===== src/rtl/flash_sr_pkg.sv =====
// Package: shared bit positions, command encodings and masks for the
// flash status register controller. Assumes a 16-bit status word.
package flash_sr_pkg;

    localparam int SR_W    = 16;
    localparam int NUM_WC  = 5;   // write-type commands with accept/reject flags
    localparam int NUM_REQ = 7;   // arbitrated strobes

    // status word bit positions
    localparam int B_WIP = 0;
    localparam int B_WEL = 1;
    localparam int B_BP0 = 2;
    localparam int B_BP1 = 3;
    localparam int B_BP2 = 4;
    localparam int B_BP3 = 5;
    localparam int B_BP4 = 6;
    localparam int B_SRP = 7;
    localparam int B_QE  = 9;
    localparam int B_LB  = 10;
    localparam int B_CMP = 14;
    localparam int B_SUS = 15;

    // flag positions in accept/reject vectors
    localparam int F_WRSR = 0;
    localparam int F_PP   = 1;
    localparam int F_SE   = 2;
    localparam int F_BE   = 3;
    localparam int F_CE   = 4;

    // bits copied straight from a status write
    localparam logic [SR_W-1:0] COPY_MASK =
        (SR_W'(1) << B_BP0) | (SR_W'(1) << B_BP1) | (SR_W'(1) << B_BP2) |
        (SR_W'(1) << B_BP3) | (SR_W'(1) << B_BP4) | (SR_W'(1) << B_SRP) |
        (SR_W'(1) << B_QE)  | (SR_W'(1) << B_CMP);
    // bits a status write leaves alone (in-progress lives in the timer)
    localparam logic [SR_W-1:0] KEEP_MASK =
        (SR_W'(1) << B_WEL) | (SR_W'(1) << B_SUS);
    // one-time bit: set only
    localparam logic [SR_W-1:0] OTP_MASK = SR_W'(1) << B_LB;

    // arbitrated command, enum value = strobe index + 1
    typedef enum logic [2:0] {
        OP_NONE = 3'd0,
        OP_WREN = 3'd1,
        OP_WRDI = 3'd2,
        OP_WRSR = 3'd3,
        OP_PP   = 3'd4,
        OP_SE   = 3'd5,
        OP_BE   = 3'd6,
        OP_CE   = 3'd7
    } op_e;

endpackage


===== src/rtl/flash_sr_arb.sv =====
// Module: fixed-priority pick among simultaneous command strobes.
// Assumes req[0] has the highest priority; output is OP_NONE when idle.
module flash_sr_arb
    import flash_sr_pkg::*;
#(
    parameter int N = NUM_REQ
) (
    input  logic [N-1:0] req,
    output op_e          op
);

    // purpose: scan from lowest to highest priority so the highest wins
    always_comb begin
        op = OP_NONE;
        for (int i = N - 1; i >= 0; i--) begin
            if (req[i]) op = op_e'(3'(i + 1));
        end
    end

endmodule


===== src/rtl/flash_sr_gate.sv =====
// Module: decides accept or reject for the arbitrated command from the
// current status word and the write-protect pin. Pure combinational.
// Assumes nothing is accepted or rejected while an operation is in progress.
module flash_sr_gate
    import flash_sr_pkg::*;
(
    input  op_e               op,
    input  logic [SR_W-1:0]   status,
    input  logic              wp_n,
    output logic [NUM_WC-1:0] accept,
    output logic [NUM_WC-1:0] reject,
    output logic              start
);

    logic busy;
    logic wel;
    logic sr_locked;
    logic ce_ok;

    // purpose: derive the protection conditions from the status word
    always_comb begin
        busy      = status[B_WIP];
        wel       = status[B_WEL];
        sr_locked = status[B_SRP] & ~wp_n;
        ce_ok     = (status[B_BP0] == status[B_BP1]) &&
                    (status[B_BP1] == status[B_BP2]) &&
                    (status[B_BP2] == status[B_CMP]);
    end

    // purpose: map the command to one accept or reject flag
    always_comb begin
        accept = '0;
        reject = '0;
        if (!busy) begin
            case (op)
                OP_WRSR: if (wel && !sr_locked) accept[F_WRSR] = 1'b1;
                         else                   reject[F_WRSR] = 1'b1;
                OP_PP:   if (wel) accept[F_PP] = 1'b1;
                         else     reject[F_PP] = 1'b1;
                OP_SE:   if (wel) accept[F_SE] = 1'b1;
                         else     reject[F_SE] = 1'b1;
                OP_BE:   if (wel) accept[F_BE] = 1'b1;
                         else     reject[F_BE] = 1'b1;
                OP_CE:   if (wel && ce_ok) accept[F_CE] = 1'b1;
                         else              reject[F_CE] = 1'b1;
                default: ;
            endcase
        end
        start = |accept;
    end

endmodule


===== src/rtl/flash_sr_timer.sv =====
// Module: busy-period counter. A start pulse raises wip for exactly
// BUSY_CYCLES clocks; done marks the last of them.
// Assumes start is only given while wip is 0.
module flash_sr_timer #(
    parameter int BUSY_CYCLES = 8
) (
    input  logic clk,
    input  logic rst_n,
    input  logic start,
    output logic wip,
    output logic done
);

    localparam int CW = (BUSY_CYCLES > 1) ? $clog2(BUSY_CYCLES) : 1;

    logic [CW-1:0] cnt_q;

    // purpose: load, count down and release the busy flag
    always_ff @(posedge clk) begin
        if (!rst_n) begin
            wip   <= 1'b0;
            cnt_q <= '0;
        end else if (start) begin
            wip   <= 1'b1;
            cnt_q <= CW'(BUSY_CYCLES - 1);
        end else if (wip) begin
            if (cnt_q == '0) wip <= 1'b0;
            else             cnt_q <= cnt_q - 1'b1;
        end
    end

    // purpose: flag the final busy cycle
    always_comb done = wip && (cnt_q == '0);

    AST_START_WHEN_IDLE: assert property (@(posedge clk) disable iff (!rst_n)
        start |-> !wip);
    AST_WIP_FROM_START: assert property (@(posedge clk) disable iff (!rst_n)
        $rose(wip) |-> $past(start));

endmodule


===== src/rtl/flash_sr_ctrl.sv =====
// Module: top of the flash status register controller. Arbitrates the
// command strobes, gates them, runs the busy timer and keeps the word.
// Assumes strobes are single-cycle pulses from a decoder in this clock domain.
module flash_sr_ctrl
    import flash_sr_pkg::*;
#(
    parameter int BUSY_CYCLES = 8
) (
    input  logic              clk,
    input  logic              rst_n,
    input  logic              wren_i,
    input  logic              wrdi_i,
    input  logic              wrsr_i,
    input  logic [15:0]       wrsr_data_i,
    input  logic              pp_i,
    input  logic              se_i,
    input  logic              be_i,
    input  logic              ce_i,
    input  logic              rdsr_i,
    input  logic              wp_n_i,
    output logic [15:0]       status_o,
    output logic [4:0]        wr_accept_o,
    output logic [4:0]        wr_reject_o,
    output logic              busy_o,
    output logic              quad_mode_o,
    output logic              rd_valid_o,
    output logic [15:0]       rd_data_o
);

    logic [NUM_REQ-1:0] req;
    op_e                op;
    logic [NUM_WC-1:0]  acc;
    logic [NUM_WC-1:0]  rej;
    logic               start;
    logic               wip;
    logic               done;
    logic [SR_W-1:0]    sr_q;
    logic [SR_W-1:0]    sr_wr;

    // purpose: gather strobes in priority order
    always_comb req = {ce_i, be_i, se_i, pp_i, wrsr_i, wrdi_i, wren_i};

    flash_sr_arb #(.N(NUM_REQ)) u_arb (
        .req (req),
        .op  (op)
    );

    flash_sr_gate u_gate (
        .op     (op),
        .status (status_o),
        .wp_n   (wp_n_i),
        .accept (acc),
        .reject (rej),
        .start  (start)
    );

    flash_sr_timer #(.BUSY_CYCLES(BUSY_CYCLES)) u_timer (
        .clk   (clk),
        .rst_n (rst_n),
        .start (start),
        .wip   (wip),
        .done  (done)
    );

    // purpose: word presented outside, in-progress bit from the timer
    always_comb begin
        status_o    = sr_q | {{(SR_W-1){1'b0}}, wip};
        busy_o      = wip;
        quad_mode_o = sr_q[B_QE];
    end

    // purpose: next word after an accepted status write
    always_comb sr_wr = (sr_q & KEEP_MASK) | (wrsr_data_i & COPY_MASK) |
                        ((sr_q | wrsr_data_i) & OTP_MASK);

    // purpose: update the stored word and the latch
    always_ff @(posedge clk) begin
        if (!rst_n) begin
            sr_q <= '0;
        end else begin
            if (acc[F_WRSR]) sr_q <= sr_wr;
            if (done)                          sr_q[B_WEL] <= 1'b0;
            else if (!wip && op == OP_WREN)    sr_q[B_WEL] <= 1'b1;
            else if (!wip && op == OP_WRDI)    sr_q[B_WEL] <= 1'b0;
        end
    end

    // purpose: register flag pulses and read-status snapshot
    always_ff @(posedge clk) begin
        if (!rst_n) begin
            wr_accept_o <= '0;
            wr_reject_o <= '0;
            rd_valid_o  <= 1'b0;
            rd_data_o   <= '0;
        end else begin
            wr_accept_o <= acc;
            wr_reject_o <= rej;
            rd_valid_o  <= rdsr_i;
            rd_data_o   <= status_o;
        end
    end

    AST_WRSR_NEEDS_WEL: assert property (@(posedge clk) disable iff (!rst_n)
        wr_accept_o[F_WRSR] |-> $past(sr_q[B_WEL]));
    AST_WRSR_PIN_LOCK: assert property (@(posedge clk) disable iff (!rst_n)
        ($past(status_o[B_SRP]) && !$past(wp_n_i)) |-> !wr_accept_o[F_WRSR]);
    AST_CE_BITS_EQUAL: assert property (@(posedge clk) disable iff (!rst_n)
        wr_accept_o[F_CE] |-> ($past(status_o[B_BP0]) == $past(status_o[B_CMP]) &&
                               $past(status_o[B_BP1]) == $past(status_o[B_CMP]) &&
                               $past(status_o[B_BP2]) == $past(status_o[B_CMP])));
    AST_LB_STICKY: assert property (@(posedge clk) disable iff (!rst_n)
        $past(status_o[B_LB]) |-> status_o[B_LB]);
    AST_BUSY_QUIET: assert property (@(posedge clk) disable iff (!rst_n)
        $past(busy_o) |-> (wr_accept_o == '0 && wr_reject_o == '0));
    AST_ONE_FLAG: assert property (@(posedge clk) disable iff (!rst_n)
        $onehot0({wr_accept_o, wr_reject_o}));
    AST_WEL_DROP_AT_END: assert property (@(posedge clk) disable iff (!rst_n)
        $fell(busy_o) |-> !status_o[B_WEL]);

endmodule


===== config.mk =====
export PLATFORM = sky130hd
export DESIGN_NAME = flash_sr_ctrl
export DESIGN_NICKNAME = d
export VERILOG_FILES = /design/src/rtl/flash_sr_pkg.sv /design/src/rtl/flash_sr_arb.sv /design/src/rtl/flash_sr_gate.sv /design/src/rtl/flash_sr_timer.sv /design/src/rtl/flash_sr_ctrl.sv
export SDC_FILE = /design/constraint.sdc
export NUM_CORES = 1
export LEC_CHECK = 0
export ABC_AREA = 1
export BUFFER_PORTS_ARGS = -buffer_cell sky130_fd_sc_hd__buf_2
export CAP_MARGIN = 25
export CORE_ASPECT_RATIO = 0.9
export CORE_MARGIN = 8
export CORE_UTILIZATION = 45
export DETAILED_ROUTE_END_ITERATION = 10
export HOLD_SLACK_MARGIN = 0.08
export PLACE_DENSITY = 0.79
export SLEW_MARGIN = 10
export SYNTH_ARGS = -nofsm -noshare
export SYNTH_HDL_FRONTEND = slang
export SYNTH_SLANG_ARGS = --single-unit

===== constraint.sdc =====
create_clock -name clk -period 1.97 [get_ports clk]
set_clock_uncertainty 0.05 [all_clocks]
set_input_delay 0.0985 -clock clk [delete_from_list [all_inputs] [get_ports clk]]
set_output_delay 0.0985 -clock clk [all_outputs]
set_load 0.02 [all_outputs]

==> results.json, run 1 <==
{
  "synthTopCellsByArea": "dfxtp_1 48%, nand2_1 8.3%, buf_4 6.5%",
  "cts_tree": "yes",
  "fin_area_um2": 1930,
  "timing.final.setup_violations": 0,
  "diodes": 0,
  "dp_hpwl_um": 2520,
  "criticalPathCategory": "input pin to register",
  "hold_path_class": "input pin to register",
  "netlist_area_um2": 1490,
  "maxCapViolCount": 0,
  "fin_nets": 274,
  "die_area_um2": 5420,
  "grt_use_total_pct": 12.9,
  "critical_path.startpoint_type": "input pin",
  "antenna_found_initial": 0,
  "globalplace.congestion": 0.771,
  "io_buffers": 54,
  "insertion_delay_ns": 0.28,
  "cp-end-kind": "register",
  "power_frac_clock_pct": 34.8,
  "final_util_pct": 58.9,
  "fmax_ghz": 0.681,
  "yosys_warnings": 0,
  "p_sw_share_pct": 27.2,
  "grt_max_degree": 16,
  "final_antenna_net_count": 0,
  "cellLeakagePower_nw": 1.08,
  "hold_viol": 0,
  "worstPathArrival_ns": 1.59,
  "via_count": 1275,
  "ys_seq_elements": 36,
  "dp.cells": 271,
  "die_h_um": 70.7,
  "synth_top_area_share_pct": 48.2,
  "numCtsBuffers": 5,
  "p_int_mw": 1.06,
  "placed_area_um2": 1730,
  "rsz0062_at_grt": "false",
  "drc": 0,
  "finalWirelength_um": 3460,
  "grt_pass1_wl_um": 5620,
  "fin_ws_ns": 0.502,
  "num_rows": 20,
  "drt_iter0_drc": 56,
  "pin_count": 72,
  "powerDensity_nw_per_um2": 754,
  "cts_setup_buffers": 0,
  "yosys.area.top_type": "dfxtp_1",
  "wl_per_cell_um": 11.9,
  "die_w_um": 76.7,
  "drive_above_1_share_pct": 33.7,
  "syn-instance-count": 179,
  "clk_pin_slew_ns": 0.07,
  "comb_power_share_pct": 13.1,
  "pwr-share-seq_pct": 52.1,
  "start_util_pct": 45.6,
  "maxSlewViolCount": 0,
  "fin_tns_setup_ns": 0,
  "clkSinkCount": 36,
  "grt_pass1_vias": 1226,
  "syn2layout_area_growth_pct": 29.2,
  "synth_cell_type_count": 27,
  "avgViaCountPerCell": 4.40,
  "syn_area_per_cell_um2": 8.35,
  "cp_max_fo": 9,
  "core-area_um2": 3280,
  "clockRootBuffer": "clkbuf_8",
  "r2r_slack_ns": 0.55,
  "fin_crit_ns": 1.47,
  "fin_cells": 290,
  "outcome": "finished clean",
  "grt.overflow.total": 0,
  "place_ws_ns": 0.582,
  "worstPathRequired_ns": 2.09,
  "clockBufferDepth": 2,
  "h-tree-depth": 2,
  "switchingPower_uw": 395,
  "dr.pass1.iters": 4,
  "timing.final.crit_share_pct": 74.5,
  "vdd_ir_drop_max_uv": 392,
  "ys_seq_area_share_pct": 48.2
}
==> power groups by stage <==
stage	registers, mW	clock network, mW	logic, mW
2_1_floorplan	0.789	0	0.123
3_3_place_gp	0.773	0	0.168
3_5_place_dp	0.774	0	0.171
4_1_cts	0.757	0.518	0.189
5_1_grt	0.760	0.562	0.209
6_report	0.758	0.507	0.191
==> path summary, 6_finish.rpt <==
check             cells past startpoint          endpoint  startpoint
setup / recovery                      8  u_timer.cnt_q[0]      wren_i
hold / removal                        4    wr_accept_o[2]      wrdi_i
setup reg to reg                      6  u_timer.cnt_q[0]     sr_q[1]
hold reg to reg                       2      rd_data_o[6]     sr_q[6]
==> synth_stat cells (all sizes together) <==
cell type / number
nand3: 7
nand4: 2
nand2: 38
inv: 29
ha: 2
mux2: 1
conb: 1
nor2: 25
and3: 1
o21ai: 4
nor3: 1
xor2: 2
dfxtp: 36
nor4: 1
a21oi: 14
buf: 15
==> through the flow <==
step | hold WS [ns] | power, mW
final | 0.120 | 1.46
after global routing | 0.141 | 1.53
after CTS | 0.113 | 1.46
after detailed placement | 0.244 | 0.945
after global placement | 0.233 | 0.941
after floorplan | 0.146 | 0.911
==> routing by layer <==
layer / up-vias / part of all wire [%] / track usage [%]
li1: 655 / - / -
met1: 563 / 37 / 12.1
met2: 45 / 52 / 22.6
met3: 12 / 7.1 / 5.44
met4: 0 / 4.3 / 8.74
met5: - / 0 / 0
==> repair_timing <==
item,4_1_cts,5_1_grt
gates resized for setup,0,0
endpoints found under the setup margin,0,0
hold buffers,11,0
hold endpoints to repair,11,0
==> sequential cells by signal (all words and copies together), names as in the netlist <==
signal	cells
u_timer.wip	1
rd_data_o	11
rd_valid_o	1
sr_q	10
u_timer.cnt_q	3
wr_accept_o	5
wr_reject_o	5
==> cell type report <==
| cell class | instances | area [µm²] |
|---|---|---|
| fillers | 290 | 1350 |
| flip-flops and latches | 36 | 721 |
| multi-input cells | 108 | 576 |
| repair buffers | 65 | 380 |
| inverters | 29 | 111 |
| clock buffers | 5 | 68.8 |
| well taps | 44 | 55.1 |
| clock inverters | 3 | 18.8 |
==> cells in the final DEF, fill, tap and decap left out, types with 2 or more instances in the layout <==
cell type	instances
ha_1	2
nand3_1	4
o21ai_0	3
dfxtp_1	36
clkinv_2	2
xor2_1	2
clkbuf_8	5
nand2_2	3
buf_2	54
conb_1	10
nor2_1	21
inv_2	4
nand2_1	33
a21oi_1	13
nand3_4	2
dlygate4sd3_1	11
inv_1	24
nand2_4	2
nor2_2	4
==> cell families after synthesis <==
kind of cell | count (synthesis) | share of synthesized area (%)
adder cells (fa/ha/maj) | 2 | 1.67
XOR/XNOR | 2 | 1.17
flip-flops | 36 | 48.2
AND/OR/NAND/NOR | 75 | 26.1
AO/OA/AOI/OAI | 18 | 6.28
buffers and inverters | 44 | 15.5
multiplexers | 1 | 0.754
other | 1 | 0.251
==> critical path, stage by stage <==
cell and delay [ns]:
dlygate4sd3_1 0.53, buf_2 0.13, inv_1 0.14, nand3_4 0.14, nand4_4 0.18, nand2_1 0.09, nor2_2 0.19, a21oi_1 0.08
Power figures use the tool's default switching activity.
==> run 2, diff against run 1 <==
CORE_UTILIZATION = 41   (was 45)
PLACE_DENSITY = 0.76   (was 0.79)
clock period = 1.3 ns   (was 1.97 ns; I/O delays follow)
==> run 2 against run 1 <==
Compared with the run above:
- power grew 96%
- utilization grew 4.3 points
- wire length grew 3.7%
- first-iteration DRC count grew 89%
- sequential share of layout area shrank 3.5 points
- flip-flop and latch count is the same
- design area grew 12%
- count of clock-buffer cells in the layout is the same
- critical path type is now register to register
- highest routed layer unchanged
==> results.json, run 2 (same netlist as run 1, synthesis figures left out) <==
{
  "hold_path_class": "input pin to register",
  "largest_register_ffs": 11,
  "cp_max_fo": 3,
  "comb_power_share_pct": 12.0,
  "fmax_ghz": 0.783,
  "switchingPower_uw": 616,
  "start_util_pct": 43.6,
  "grt_max_degree": 13,
  "cp-end-kind": "register",
  "final_antenna_net_count": 0,
  "p_int_mw": 2.23,
  "routed-wl-met2_um": 1860,
  "top_register": "rd_data_o",
  "fin_nets": 288,
  "drt_iter0_drc": 106,
  "multiInputGateArea_um2": 621,
  "vdd_ir_drop_max_uv": 713,
  "finalWirelength_um": 3590,
  "grt.overflow.total": 0,
  "p_sw_share_pct": 21.6,
  "die_area_um2": 5830,
  "fin_crit_ns": 1.28,
  "maxCapViolCount": 0,
  "whs_ns": 0.103,
  "core-area_um2": 3430,
  "grt_pass1_wl_um": 5660,
  "clkSinkCount": 36,
  "pin_count": 72,
  "worstPathArrival_ns": 1.40,
  "syn2layout_area_growth_pct": 45.1,
  "met3RoutedLength_um": 270,
  "grt_use_total_pct": 12.3,
  "drc": 0,
  "criticalPathCategory": "register to register",
  "powerDensity_nw_per_um2": 1310,
  "avgViaCountPerCell": 4.37,
  "placed_area_um2": 1800,
  "fillers": 298,
  "fin_tns_setup_ns": 0,
  "critical_path.startpoint_type": "register",
  "clk_pin_slew_ns": 0.07,
  "insertion_delay_ns": 0.29,
  "cellLeakagePower_nw": 1.20,
  "antenna_found_initial": 0,
  "reg_top3": "rd_data_o (11), sr_q (10)",
  "power_frac_clock_pct": 47.6,
  "final_common_cell": "buf_2",
  "diodes": 0,
  "outcome": "finished clean",
  "maxSlewViolCount": 0,
  "worstPathRequired_ns": 1.42,
  "clockBufferDepth": 2,
  "place_ws_ns": -0.0203,
  "die_h_um": 73.3,
  "clockRootBuffer": "clkbuf_8",
  "dr.pass1.iters": 4,
  "layout_common_cells": "54 x buf_2, 28 x nand2_1, 28 x dfxtp_1",
  "drive_above_1_share_pct": 44.2,
  "fin_area_um2": 2170,
  "maxUsedRoutingLayer": "met4",
  "wl_per_cell_um": 11.8,
  "wl_met1_um": 1420,
  "cts_tree": "yes",
  "rsz0062_at_grt": "true",
  "dp_hpwl_um": 2590,
  "fin_ws_ns": 0.0229,
  "timing.final.crit_share_pct": 98.2,
  "numCtsBuffers": 5,
  "grt_pass1_vias": 1295,
  "h-tree-depth": 2,
  "timing.final.setup_violations": 0,
  "die_w_um": 79.6,
  "pwr-share-seq_pct": 40.3,
  "hold_viol": 0,
  "globalplace.congestion": 0.783,
  "io_buffers": 54,
  "seqCellArea_um2": 733,
  "num_rows": 20,
  "via_count": 1328
}
[run 2: cell count changes in the layout (fill, tap and decap cells not counted), moves of 3 or more]
| cell | before | now |
|---|---|---|
| buf_4 | 0 | 13 |
| bufinv_16 | 0 | 3 |
| nand2_1 | 33 | 28 |
| dfxtp_2 | 0 | 7 |
| nand2_2 | 3 | 6 |
| a21oi_2 | 1 | 4 |
| dfxtp_1 | 36 | 28 |
| a21oi_1 | 13 | 10 |
[run 2: repair_timing]
action                                  CTS  global route
pin swaps                                 0             9
buffers inserted                          0             4
gates resized for setup                   4            21
hold buffers                             12             0
gates cloned                              0             0
endpoints found under the hold margin    13             0
endpoints found under the setup margin    4            12
[run 2: through the flow]
stage	total power [mW]	utilization, %	cells
CTS	2.84	61.0	300
finish	2.85	63.2	304
detailed placement	1.46	52.6	280
global route	2.95	63.2	304
global placement	1.45	52.6	280
floorplan	1.38	-	188
[run 2: layout make-up]
class | instances | area share, %
flip-flops and latches | 36 | 33.8
clock inverters | 3 | 4.16
clock buffers | 5 | 3.18
multi-input cells | 108 | 28.6
well taps | 44 | 2.54
inverters | 29 | 5.14
repair buffers | 79 | 22.5
[run 2: power by group through the flow]
stage,clock network [mW],registers (mW),logic (mW)
after floorplan,0,1.20,0.186
after global placement,0,1.17,0.282
after detailed placement,0,1.17,0.287
after CTS,1.38,1.15,0.318
after global routing,1.43,1.15,0.374
final,1.36,1.15,0.342
[run 2: final timing paths]
| path | from | endpoint | slack (ns) | cells past startpoint |
|---|---|---|---|---|
| worst max register to register | u_timer.cnt_q[1] | u_timer.cnt_q[2] | 0.02 | 7 |
| worst min register to register | sr_q[5] | rd_data_o[5] | 0.41 | 2 |
| worst min-delay path | wrdi_i | wr_reject_o[4] | 0.10 | 4 |
| worst max-delay path | u_timer.cnt_q[1] | u_timer.cnt_q[2] | 0.02 | 7 |
[run 2: critical path, stage by stage, from the launching register on]
cell     delay, ns
dfxtp_1       0.33
inv_2         0.05
ha_2          0.19
nand2_4       0.07
buf_4         0.11
nand3_1       0.08
xor2_1        0.21
a21oi_2       0.08
[run 2: routing by layer]
metal / vias to the layer above / GRT usage, %
met5: - / 0
met4: 0 / 4.11
met3: 6 / 6.46
met2: 41 / 21.0
met1: 599 / 12.6
li1: 682 / -
==> run 3, diff against run 2 <==
SETUP_SLACK_MARGIN = 0.05   (was not set)
==> run 3 against run 2 <==
Compared with the run above:
- via count down 0.30%
- critical path type unchanged
- largest cell class unchanged
- sequential share of layout area is 0.83 points higher
- clock power shrank 42%
- critical endpoint is now u_timer.cnt_q[1]
==> results.json, run 3 (same netlist as run 1, synthesis figures left out) <==
{
  "outcome": "finished clean",
  "hold_end": "wr_reject_o[0]",
  "final_common_cell": "buf_2",
  "syn2layout_area_growth_pct": 40.9,
  "grt_max_degree": 12,
  "via_count": 1324,
  "powerDensity_nw_per_um2": 1080,
  "worstPathCellList": "inv_2 > ha_2 > nand2_2 > nand2_2 > mux2_2 > a21oi_1",
  "hold_path_class": "input pin to register",
  "die_h_um": 73.3,
  "timing.final.setup_violations": 0,
  "worstPathRequired_ns": 1.47,
  "crit_path_start": "u_timer.cnt_q[0]",
  "cts_tree": "yes",
  "grt.overflow.total": 0,
  "clk_pin_slew_ns": 0.07,
  "vdd_ir_drop_max_uv": 692,
  "grt_pass1_vias": 1328,
  "crit_slowest_cell": "dfxtp_2",
  "drive_above_1_share_pct": 44.6,
  "fin_tns_setup_ns": 0,
  "cp-end-kind": "register",
  "critical_path.startpoint_type": "register",
  "finalWirelength_um": 3480,
  "insertion_delay_ns": 0.28,
  "antenna_found_initial": 0,
  "fin_area_um2": 2100,
  "drt_iter0_drc": 68,
  "grt_pass1_wl_um": 5530,
  "max_stage_delay_ns": 0.33,
  "layout_common_cells": "53 x buf_2, 29 x nand2_1, 29 x dfxtp_1",
  "final_antenna_net_count": 0,
  "crit_path_frequent_cell": "nand2_2",
  "cp_max_fo": 2,
  "fmax_ghz": 0.813,
  "fillers": 301,
  "top_register": "rd_data_o",
  "die_area_um2": 5830,
  "maxSlewViolCount": 0,
  "cellLeakagePower_nw": 1.15,
  "clockRootBuffer": "clkbuf_8",
  "globalplace.congestion": 0.796,
  "die_w_um": 79.6,
  "hold_depth": 3,
  "clkSinkCount": 36,
  "r2r_cells": 6,
  "core-area_um2": 3430,
  "diodes": 0,
  "criticalPathCategory": "register to register",
  "grt_use_total_pct": 12.0,
  "placed_area_um2": 1790,
  "timing.final.crit_share_pct": 94.6,
  "hp-start": "wp_n_i",
  "numCtsBuffers": 5,
  "dr.pass1.iters": 4,
  "rsz0062_at_grt": "true",
  "pin_count": 72,
  "hold_viol": 0,
  "num_rows": 20,
  "dp_hpwl_um": 2620,
  "r2r_start": "u_timer.cnt_q[0]",
  "fin_nets": 288,
  "reg_top3": "rd_data_o (11), sr_q (10)",
  "final_util_pct": 61.4,
  "clockBufferDepth": 2,
  "avgViaCountPerCell": 4.36,
  "worstPathArrival_ns": 1.40,
  "maxCapViolCount": 0,
  "io_buffers": 54,
  "largest_register_ffs": 11,
  "start_util_pct": 43.6,
  "r2r_slack_ns": 0.07,
  "reg2reg_to": "u_timer.cnt_q[1]",
  "h-tree-depth": 2,
  "fin_crit_ns": 1.23,
  "wl_per_cell_um": 11.4,
  "drc": 0
}
==> run 3: cell types whose count changed in the layout (fill, tap and decap cells not counted), moves of 3 or more <==
cell	previous run	this run
nor2_2	3	6
bufinv_16	3	0
nor2_1	21	17
buf_4	13	10
a21oi_2	4	1
a21oi_1	10	13
==> run 3: worst max path at each step <==
stage,endpoint,slack [ns],cells past startpoint
2_1_floorplan,u_timer.wip,0.05,7
6_report,u_timer.cnt_q[1],0.07,6
3_3_place_gp,u_timer.cnt_q[1],0.04,6
4_1_cts,u_timer.cnt_q[1],0.05,6
3_5_place_dp,u_timer.cnt_q[1],-0.007,6
5_1_grt,u_timer.cnt_q[0],0.01,8
==> run 3: metal layers <==
layer  vias to the layer above  share of wire [%]  GRT usage [%]
li1                        688                  -              -
met1                       590                 39           11.4
met2                        38                 51           21.7
met3                         8                8.4           5.37
met4                         0                1.3           4.93
met5                         -                  0              0
==> run 3: worst max-delay path, delay by kind of cell (launching register included) <==
kind	cells	cell delay, ns
flops	1	0.33
mux	1	0.33
fa+ha+maj	1	0.16
simple gates	2	0.13
compound gates	1	0.11
buf+inv	1	0.05
==> run 3: timing repair <==
item / in CTS / in global routing
pin swaps: 1 / 6
resized for setup: 8 / 15
hold buffers: 12 / 0
hold endpoints to repair: 13 / 0
gates cloned: 0 / 1
buffers inserted: 2 / 4
endpoints found under the setup margin: 4 / 9
==> run 3: power by group <==
part,switching (mW),total [mW],internal (mW)
Clock,0.370,0.792,0.422
Sequential,0.0158,1.15,1.13
Combinational,0.201,0.338,0.137
Total,0.587,2.28,1.69
==> run 3: through the flow <==
stage                     power [mW]  setup WS, ns  instances  hold WS (ns)
after floorplan                 1.39        0.0527        188         0.113
after global placement          1.45        0.0361        277         0.201
after global routing            2.39        0.0130        304        0.0919
final                           2.28        0.0704        304        0.0954
after CTS                       2.29        0.0519        299        0.0957
after detailed placement        1.46      -0.00709        277         0.205
==> run 3: layout make-up <==
type	count	area, µm²	area share (%)
Tap cell	44	55.1	2.62
Clock buffer	6	82.6	3.92
Multi-Input combinational cell	109	622	29.5
Inverter	29	115	5.47
Clock inverter	2	10.0	0.476
Timing Repair Buffer	78	490	23.3
Sequential cell	36	729	34.7
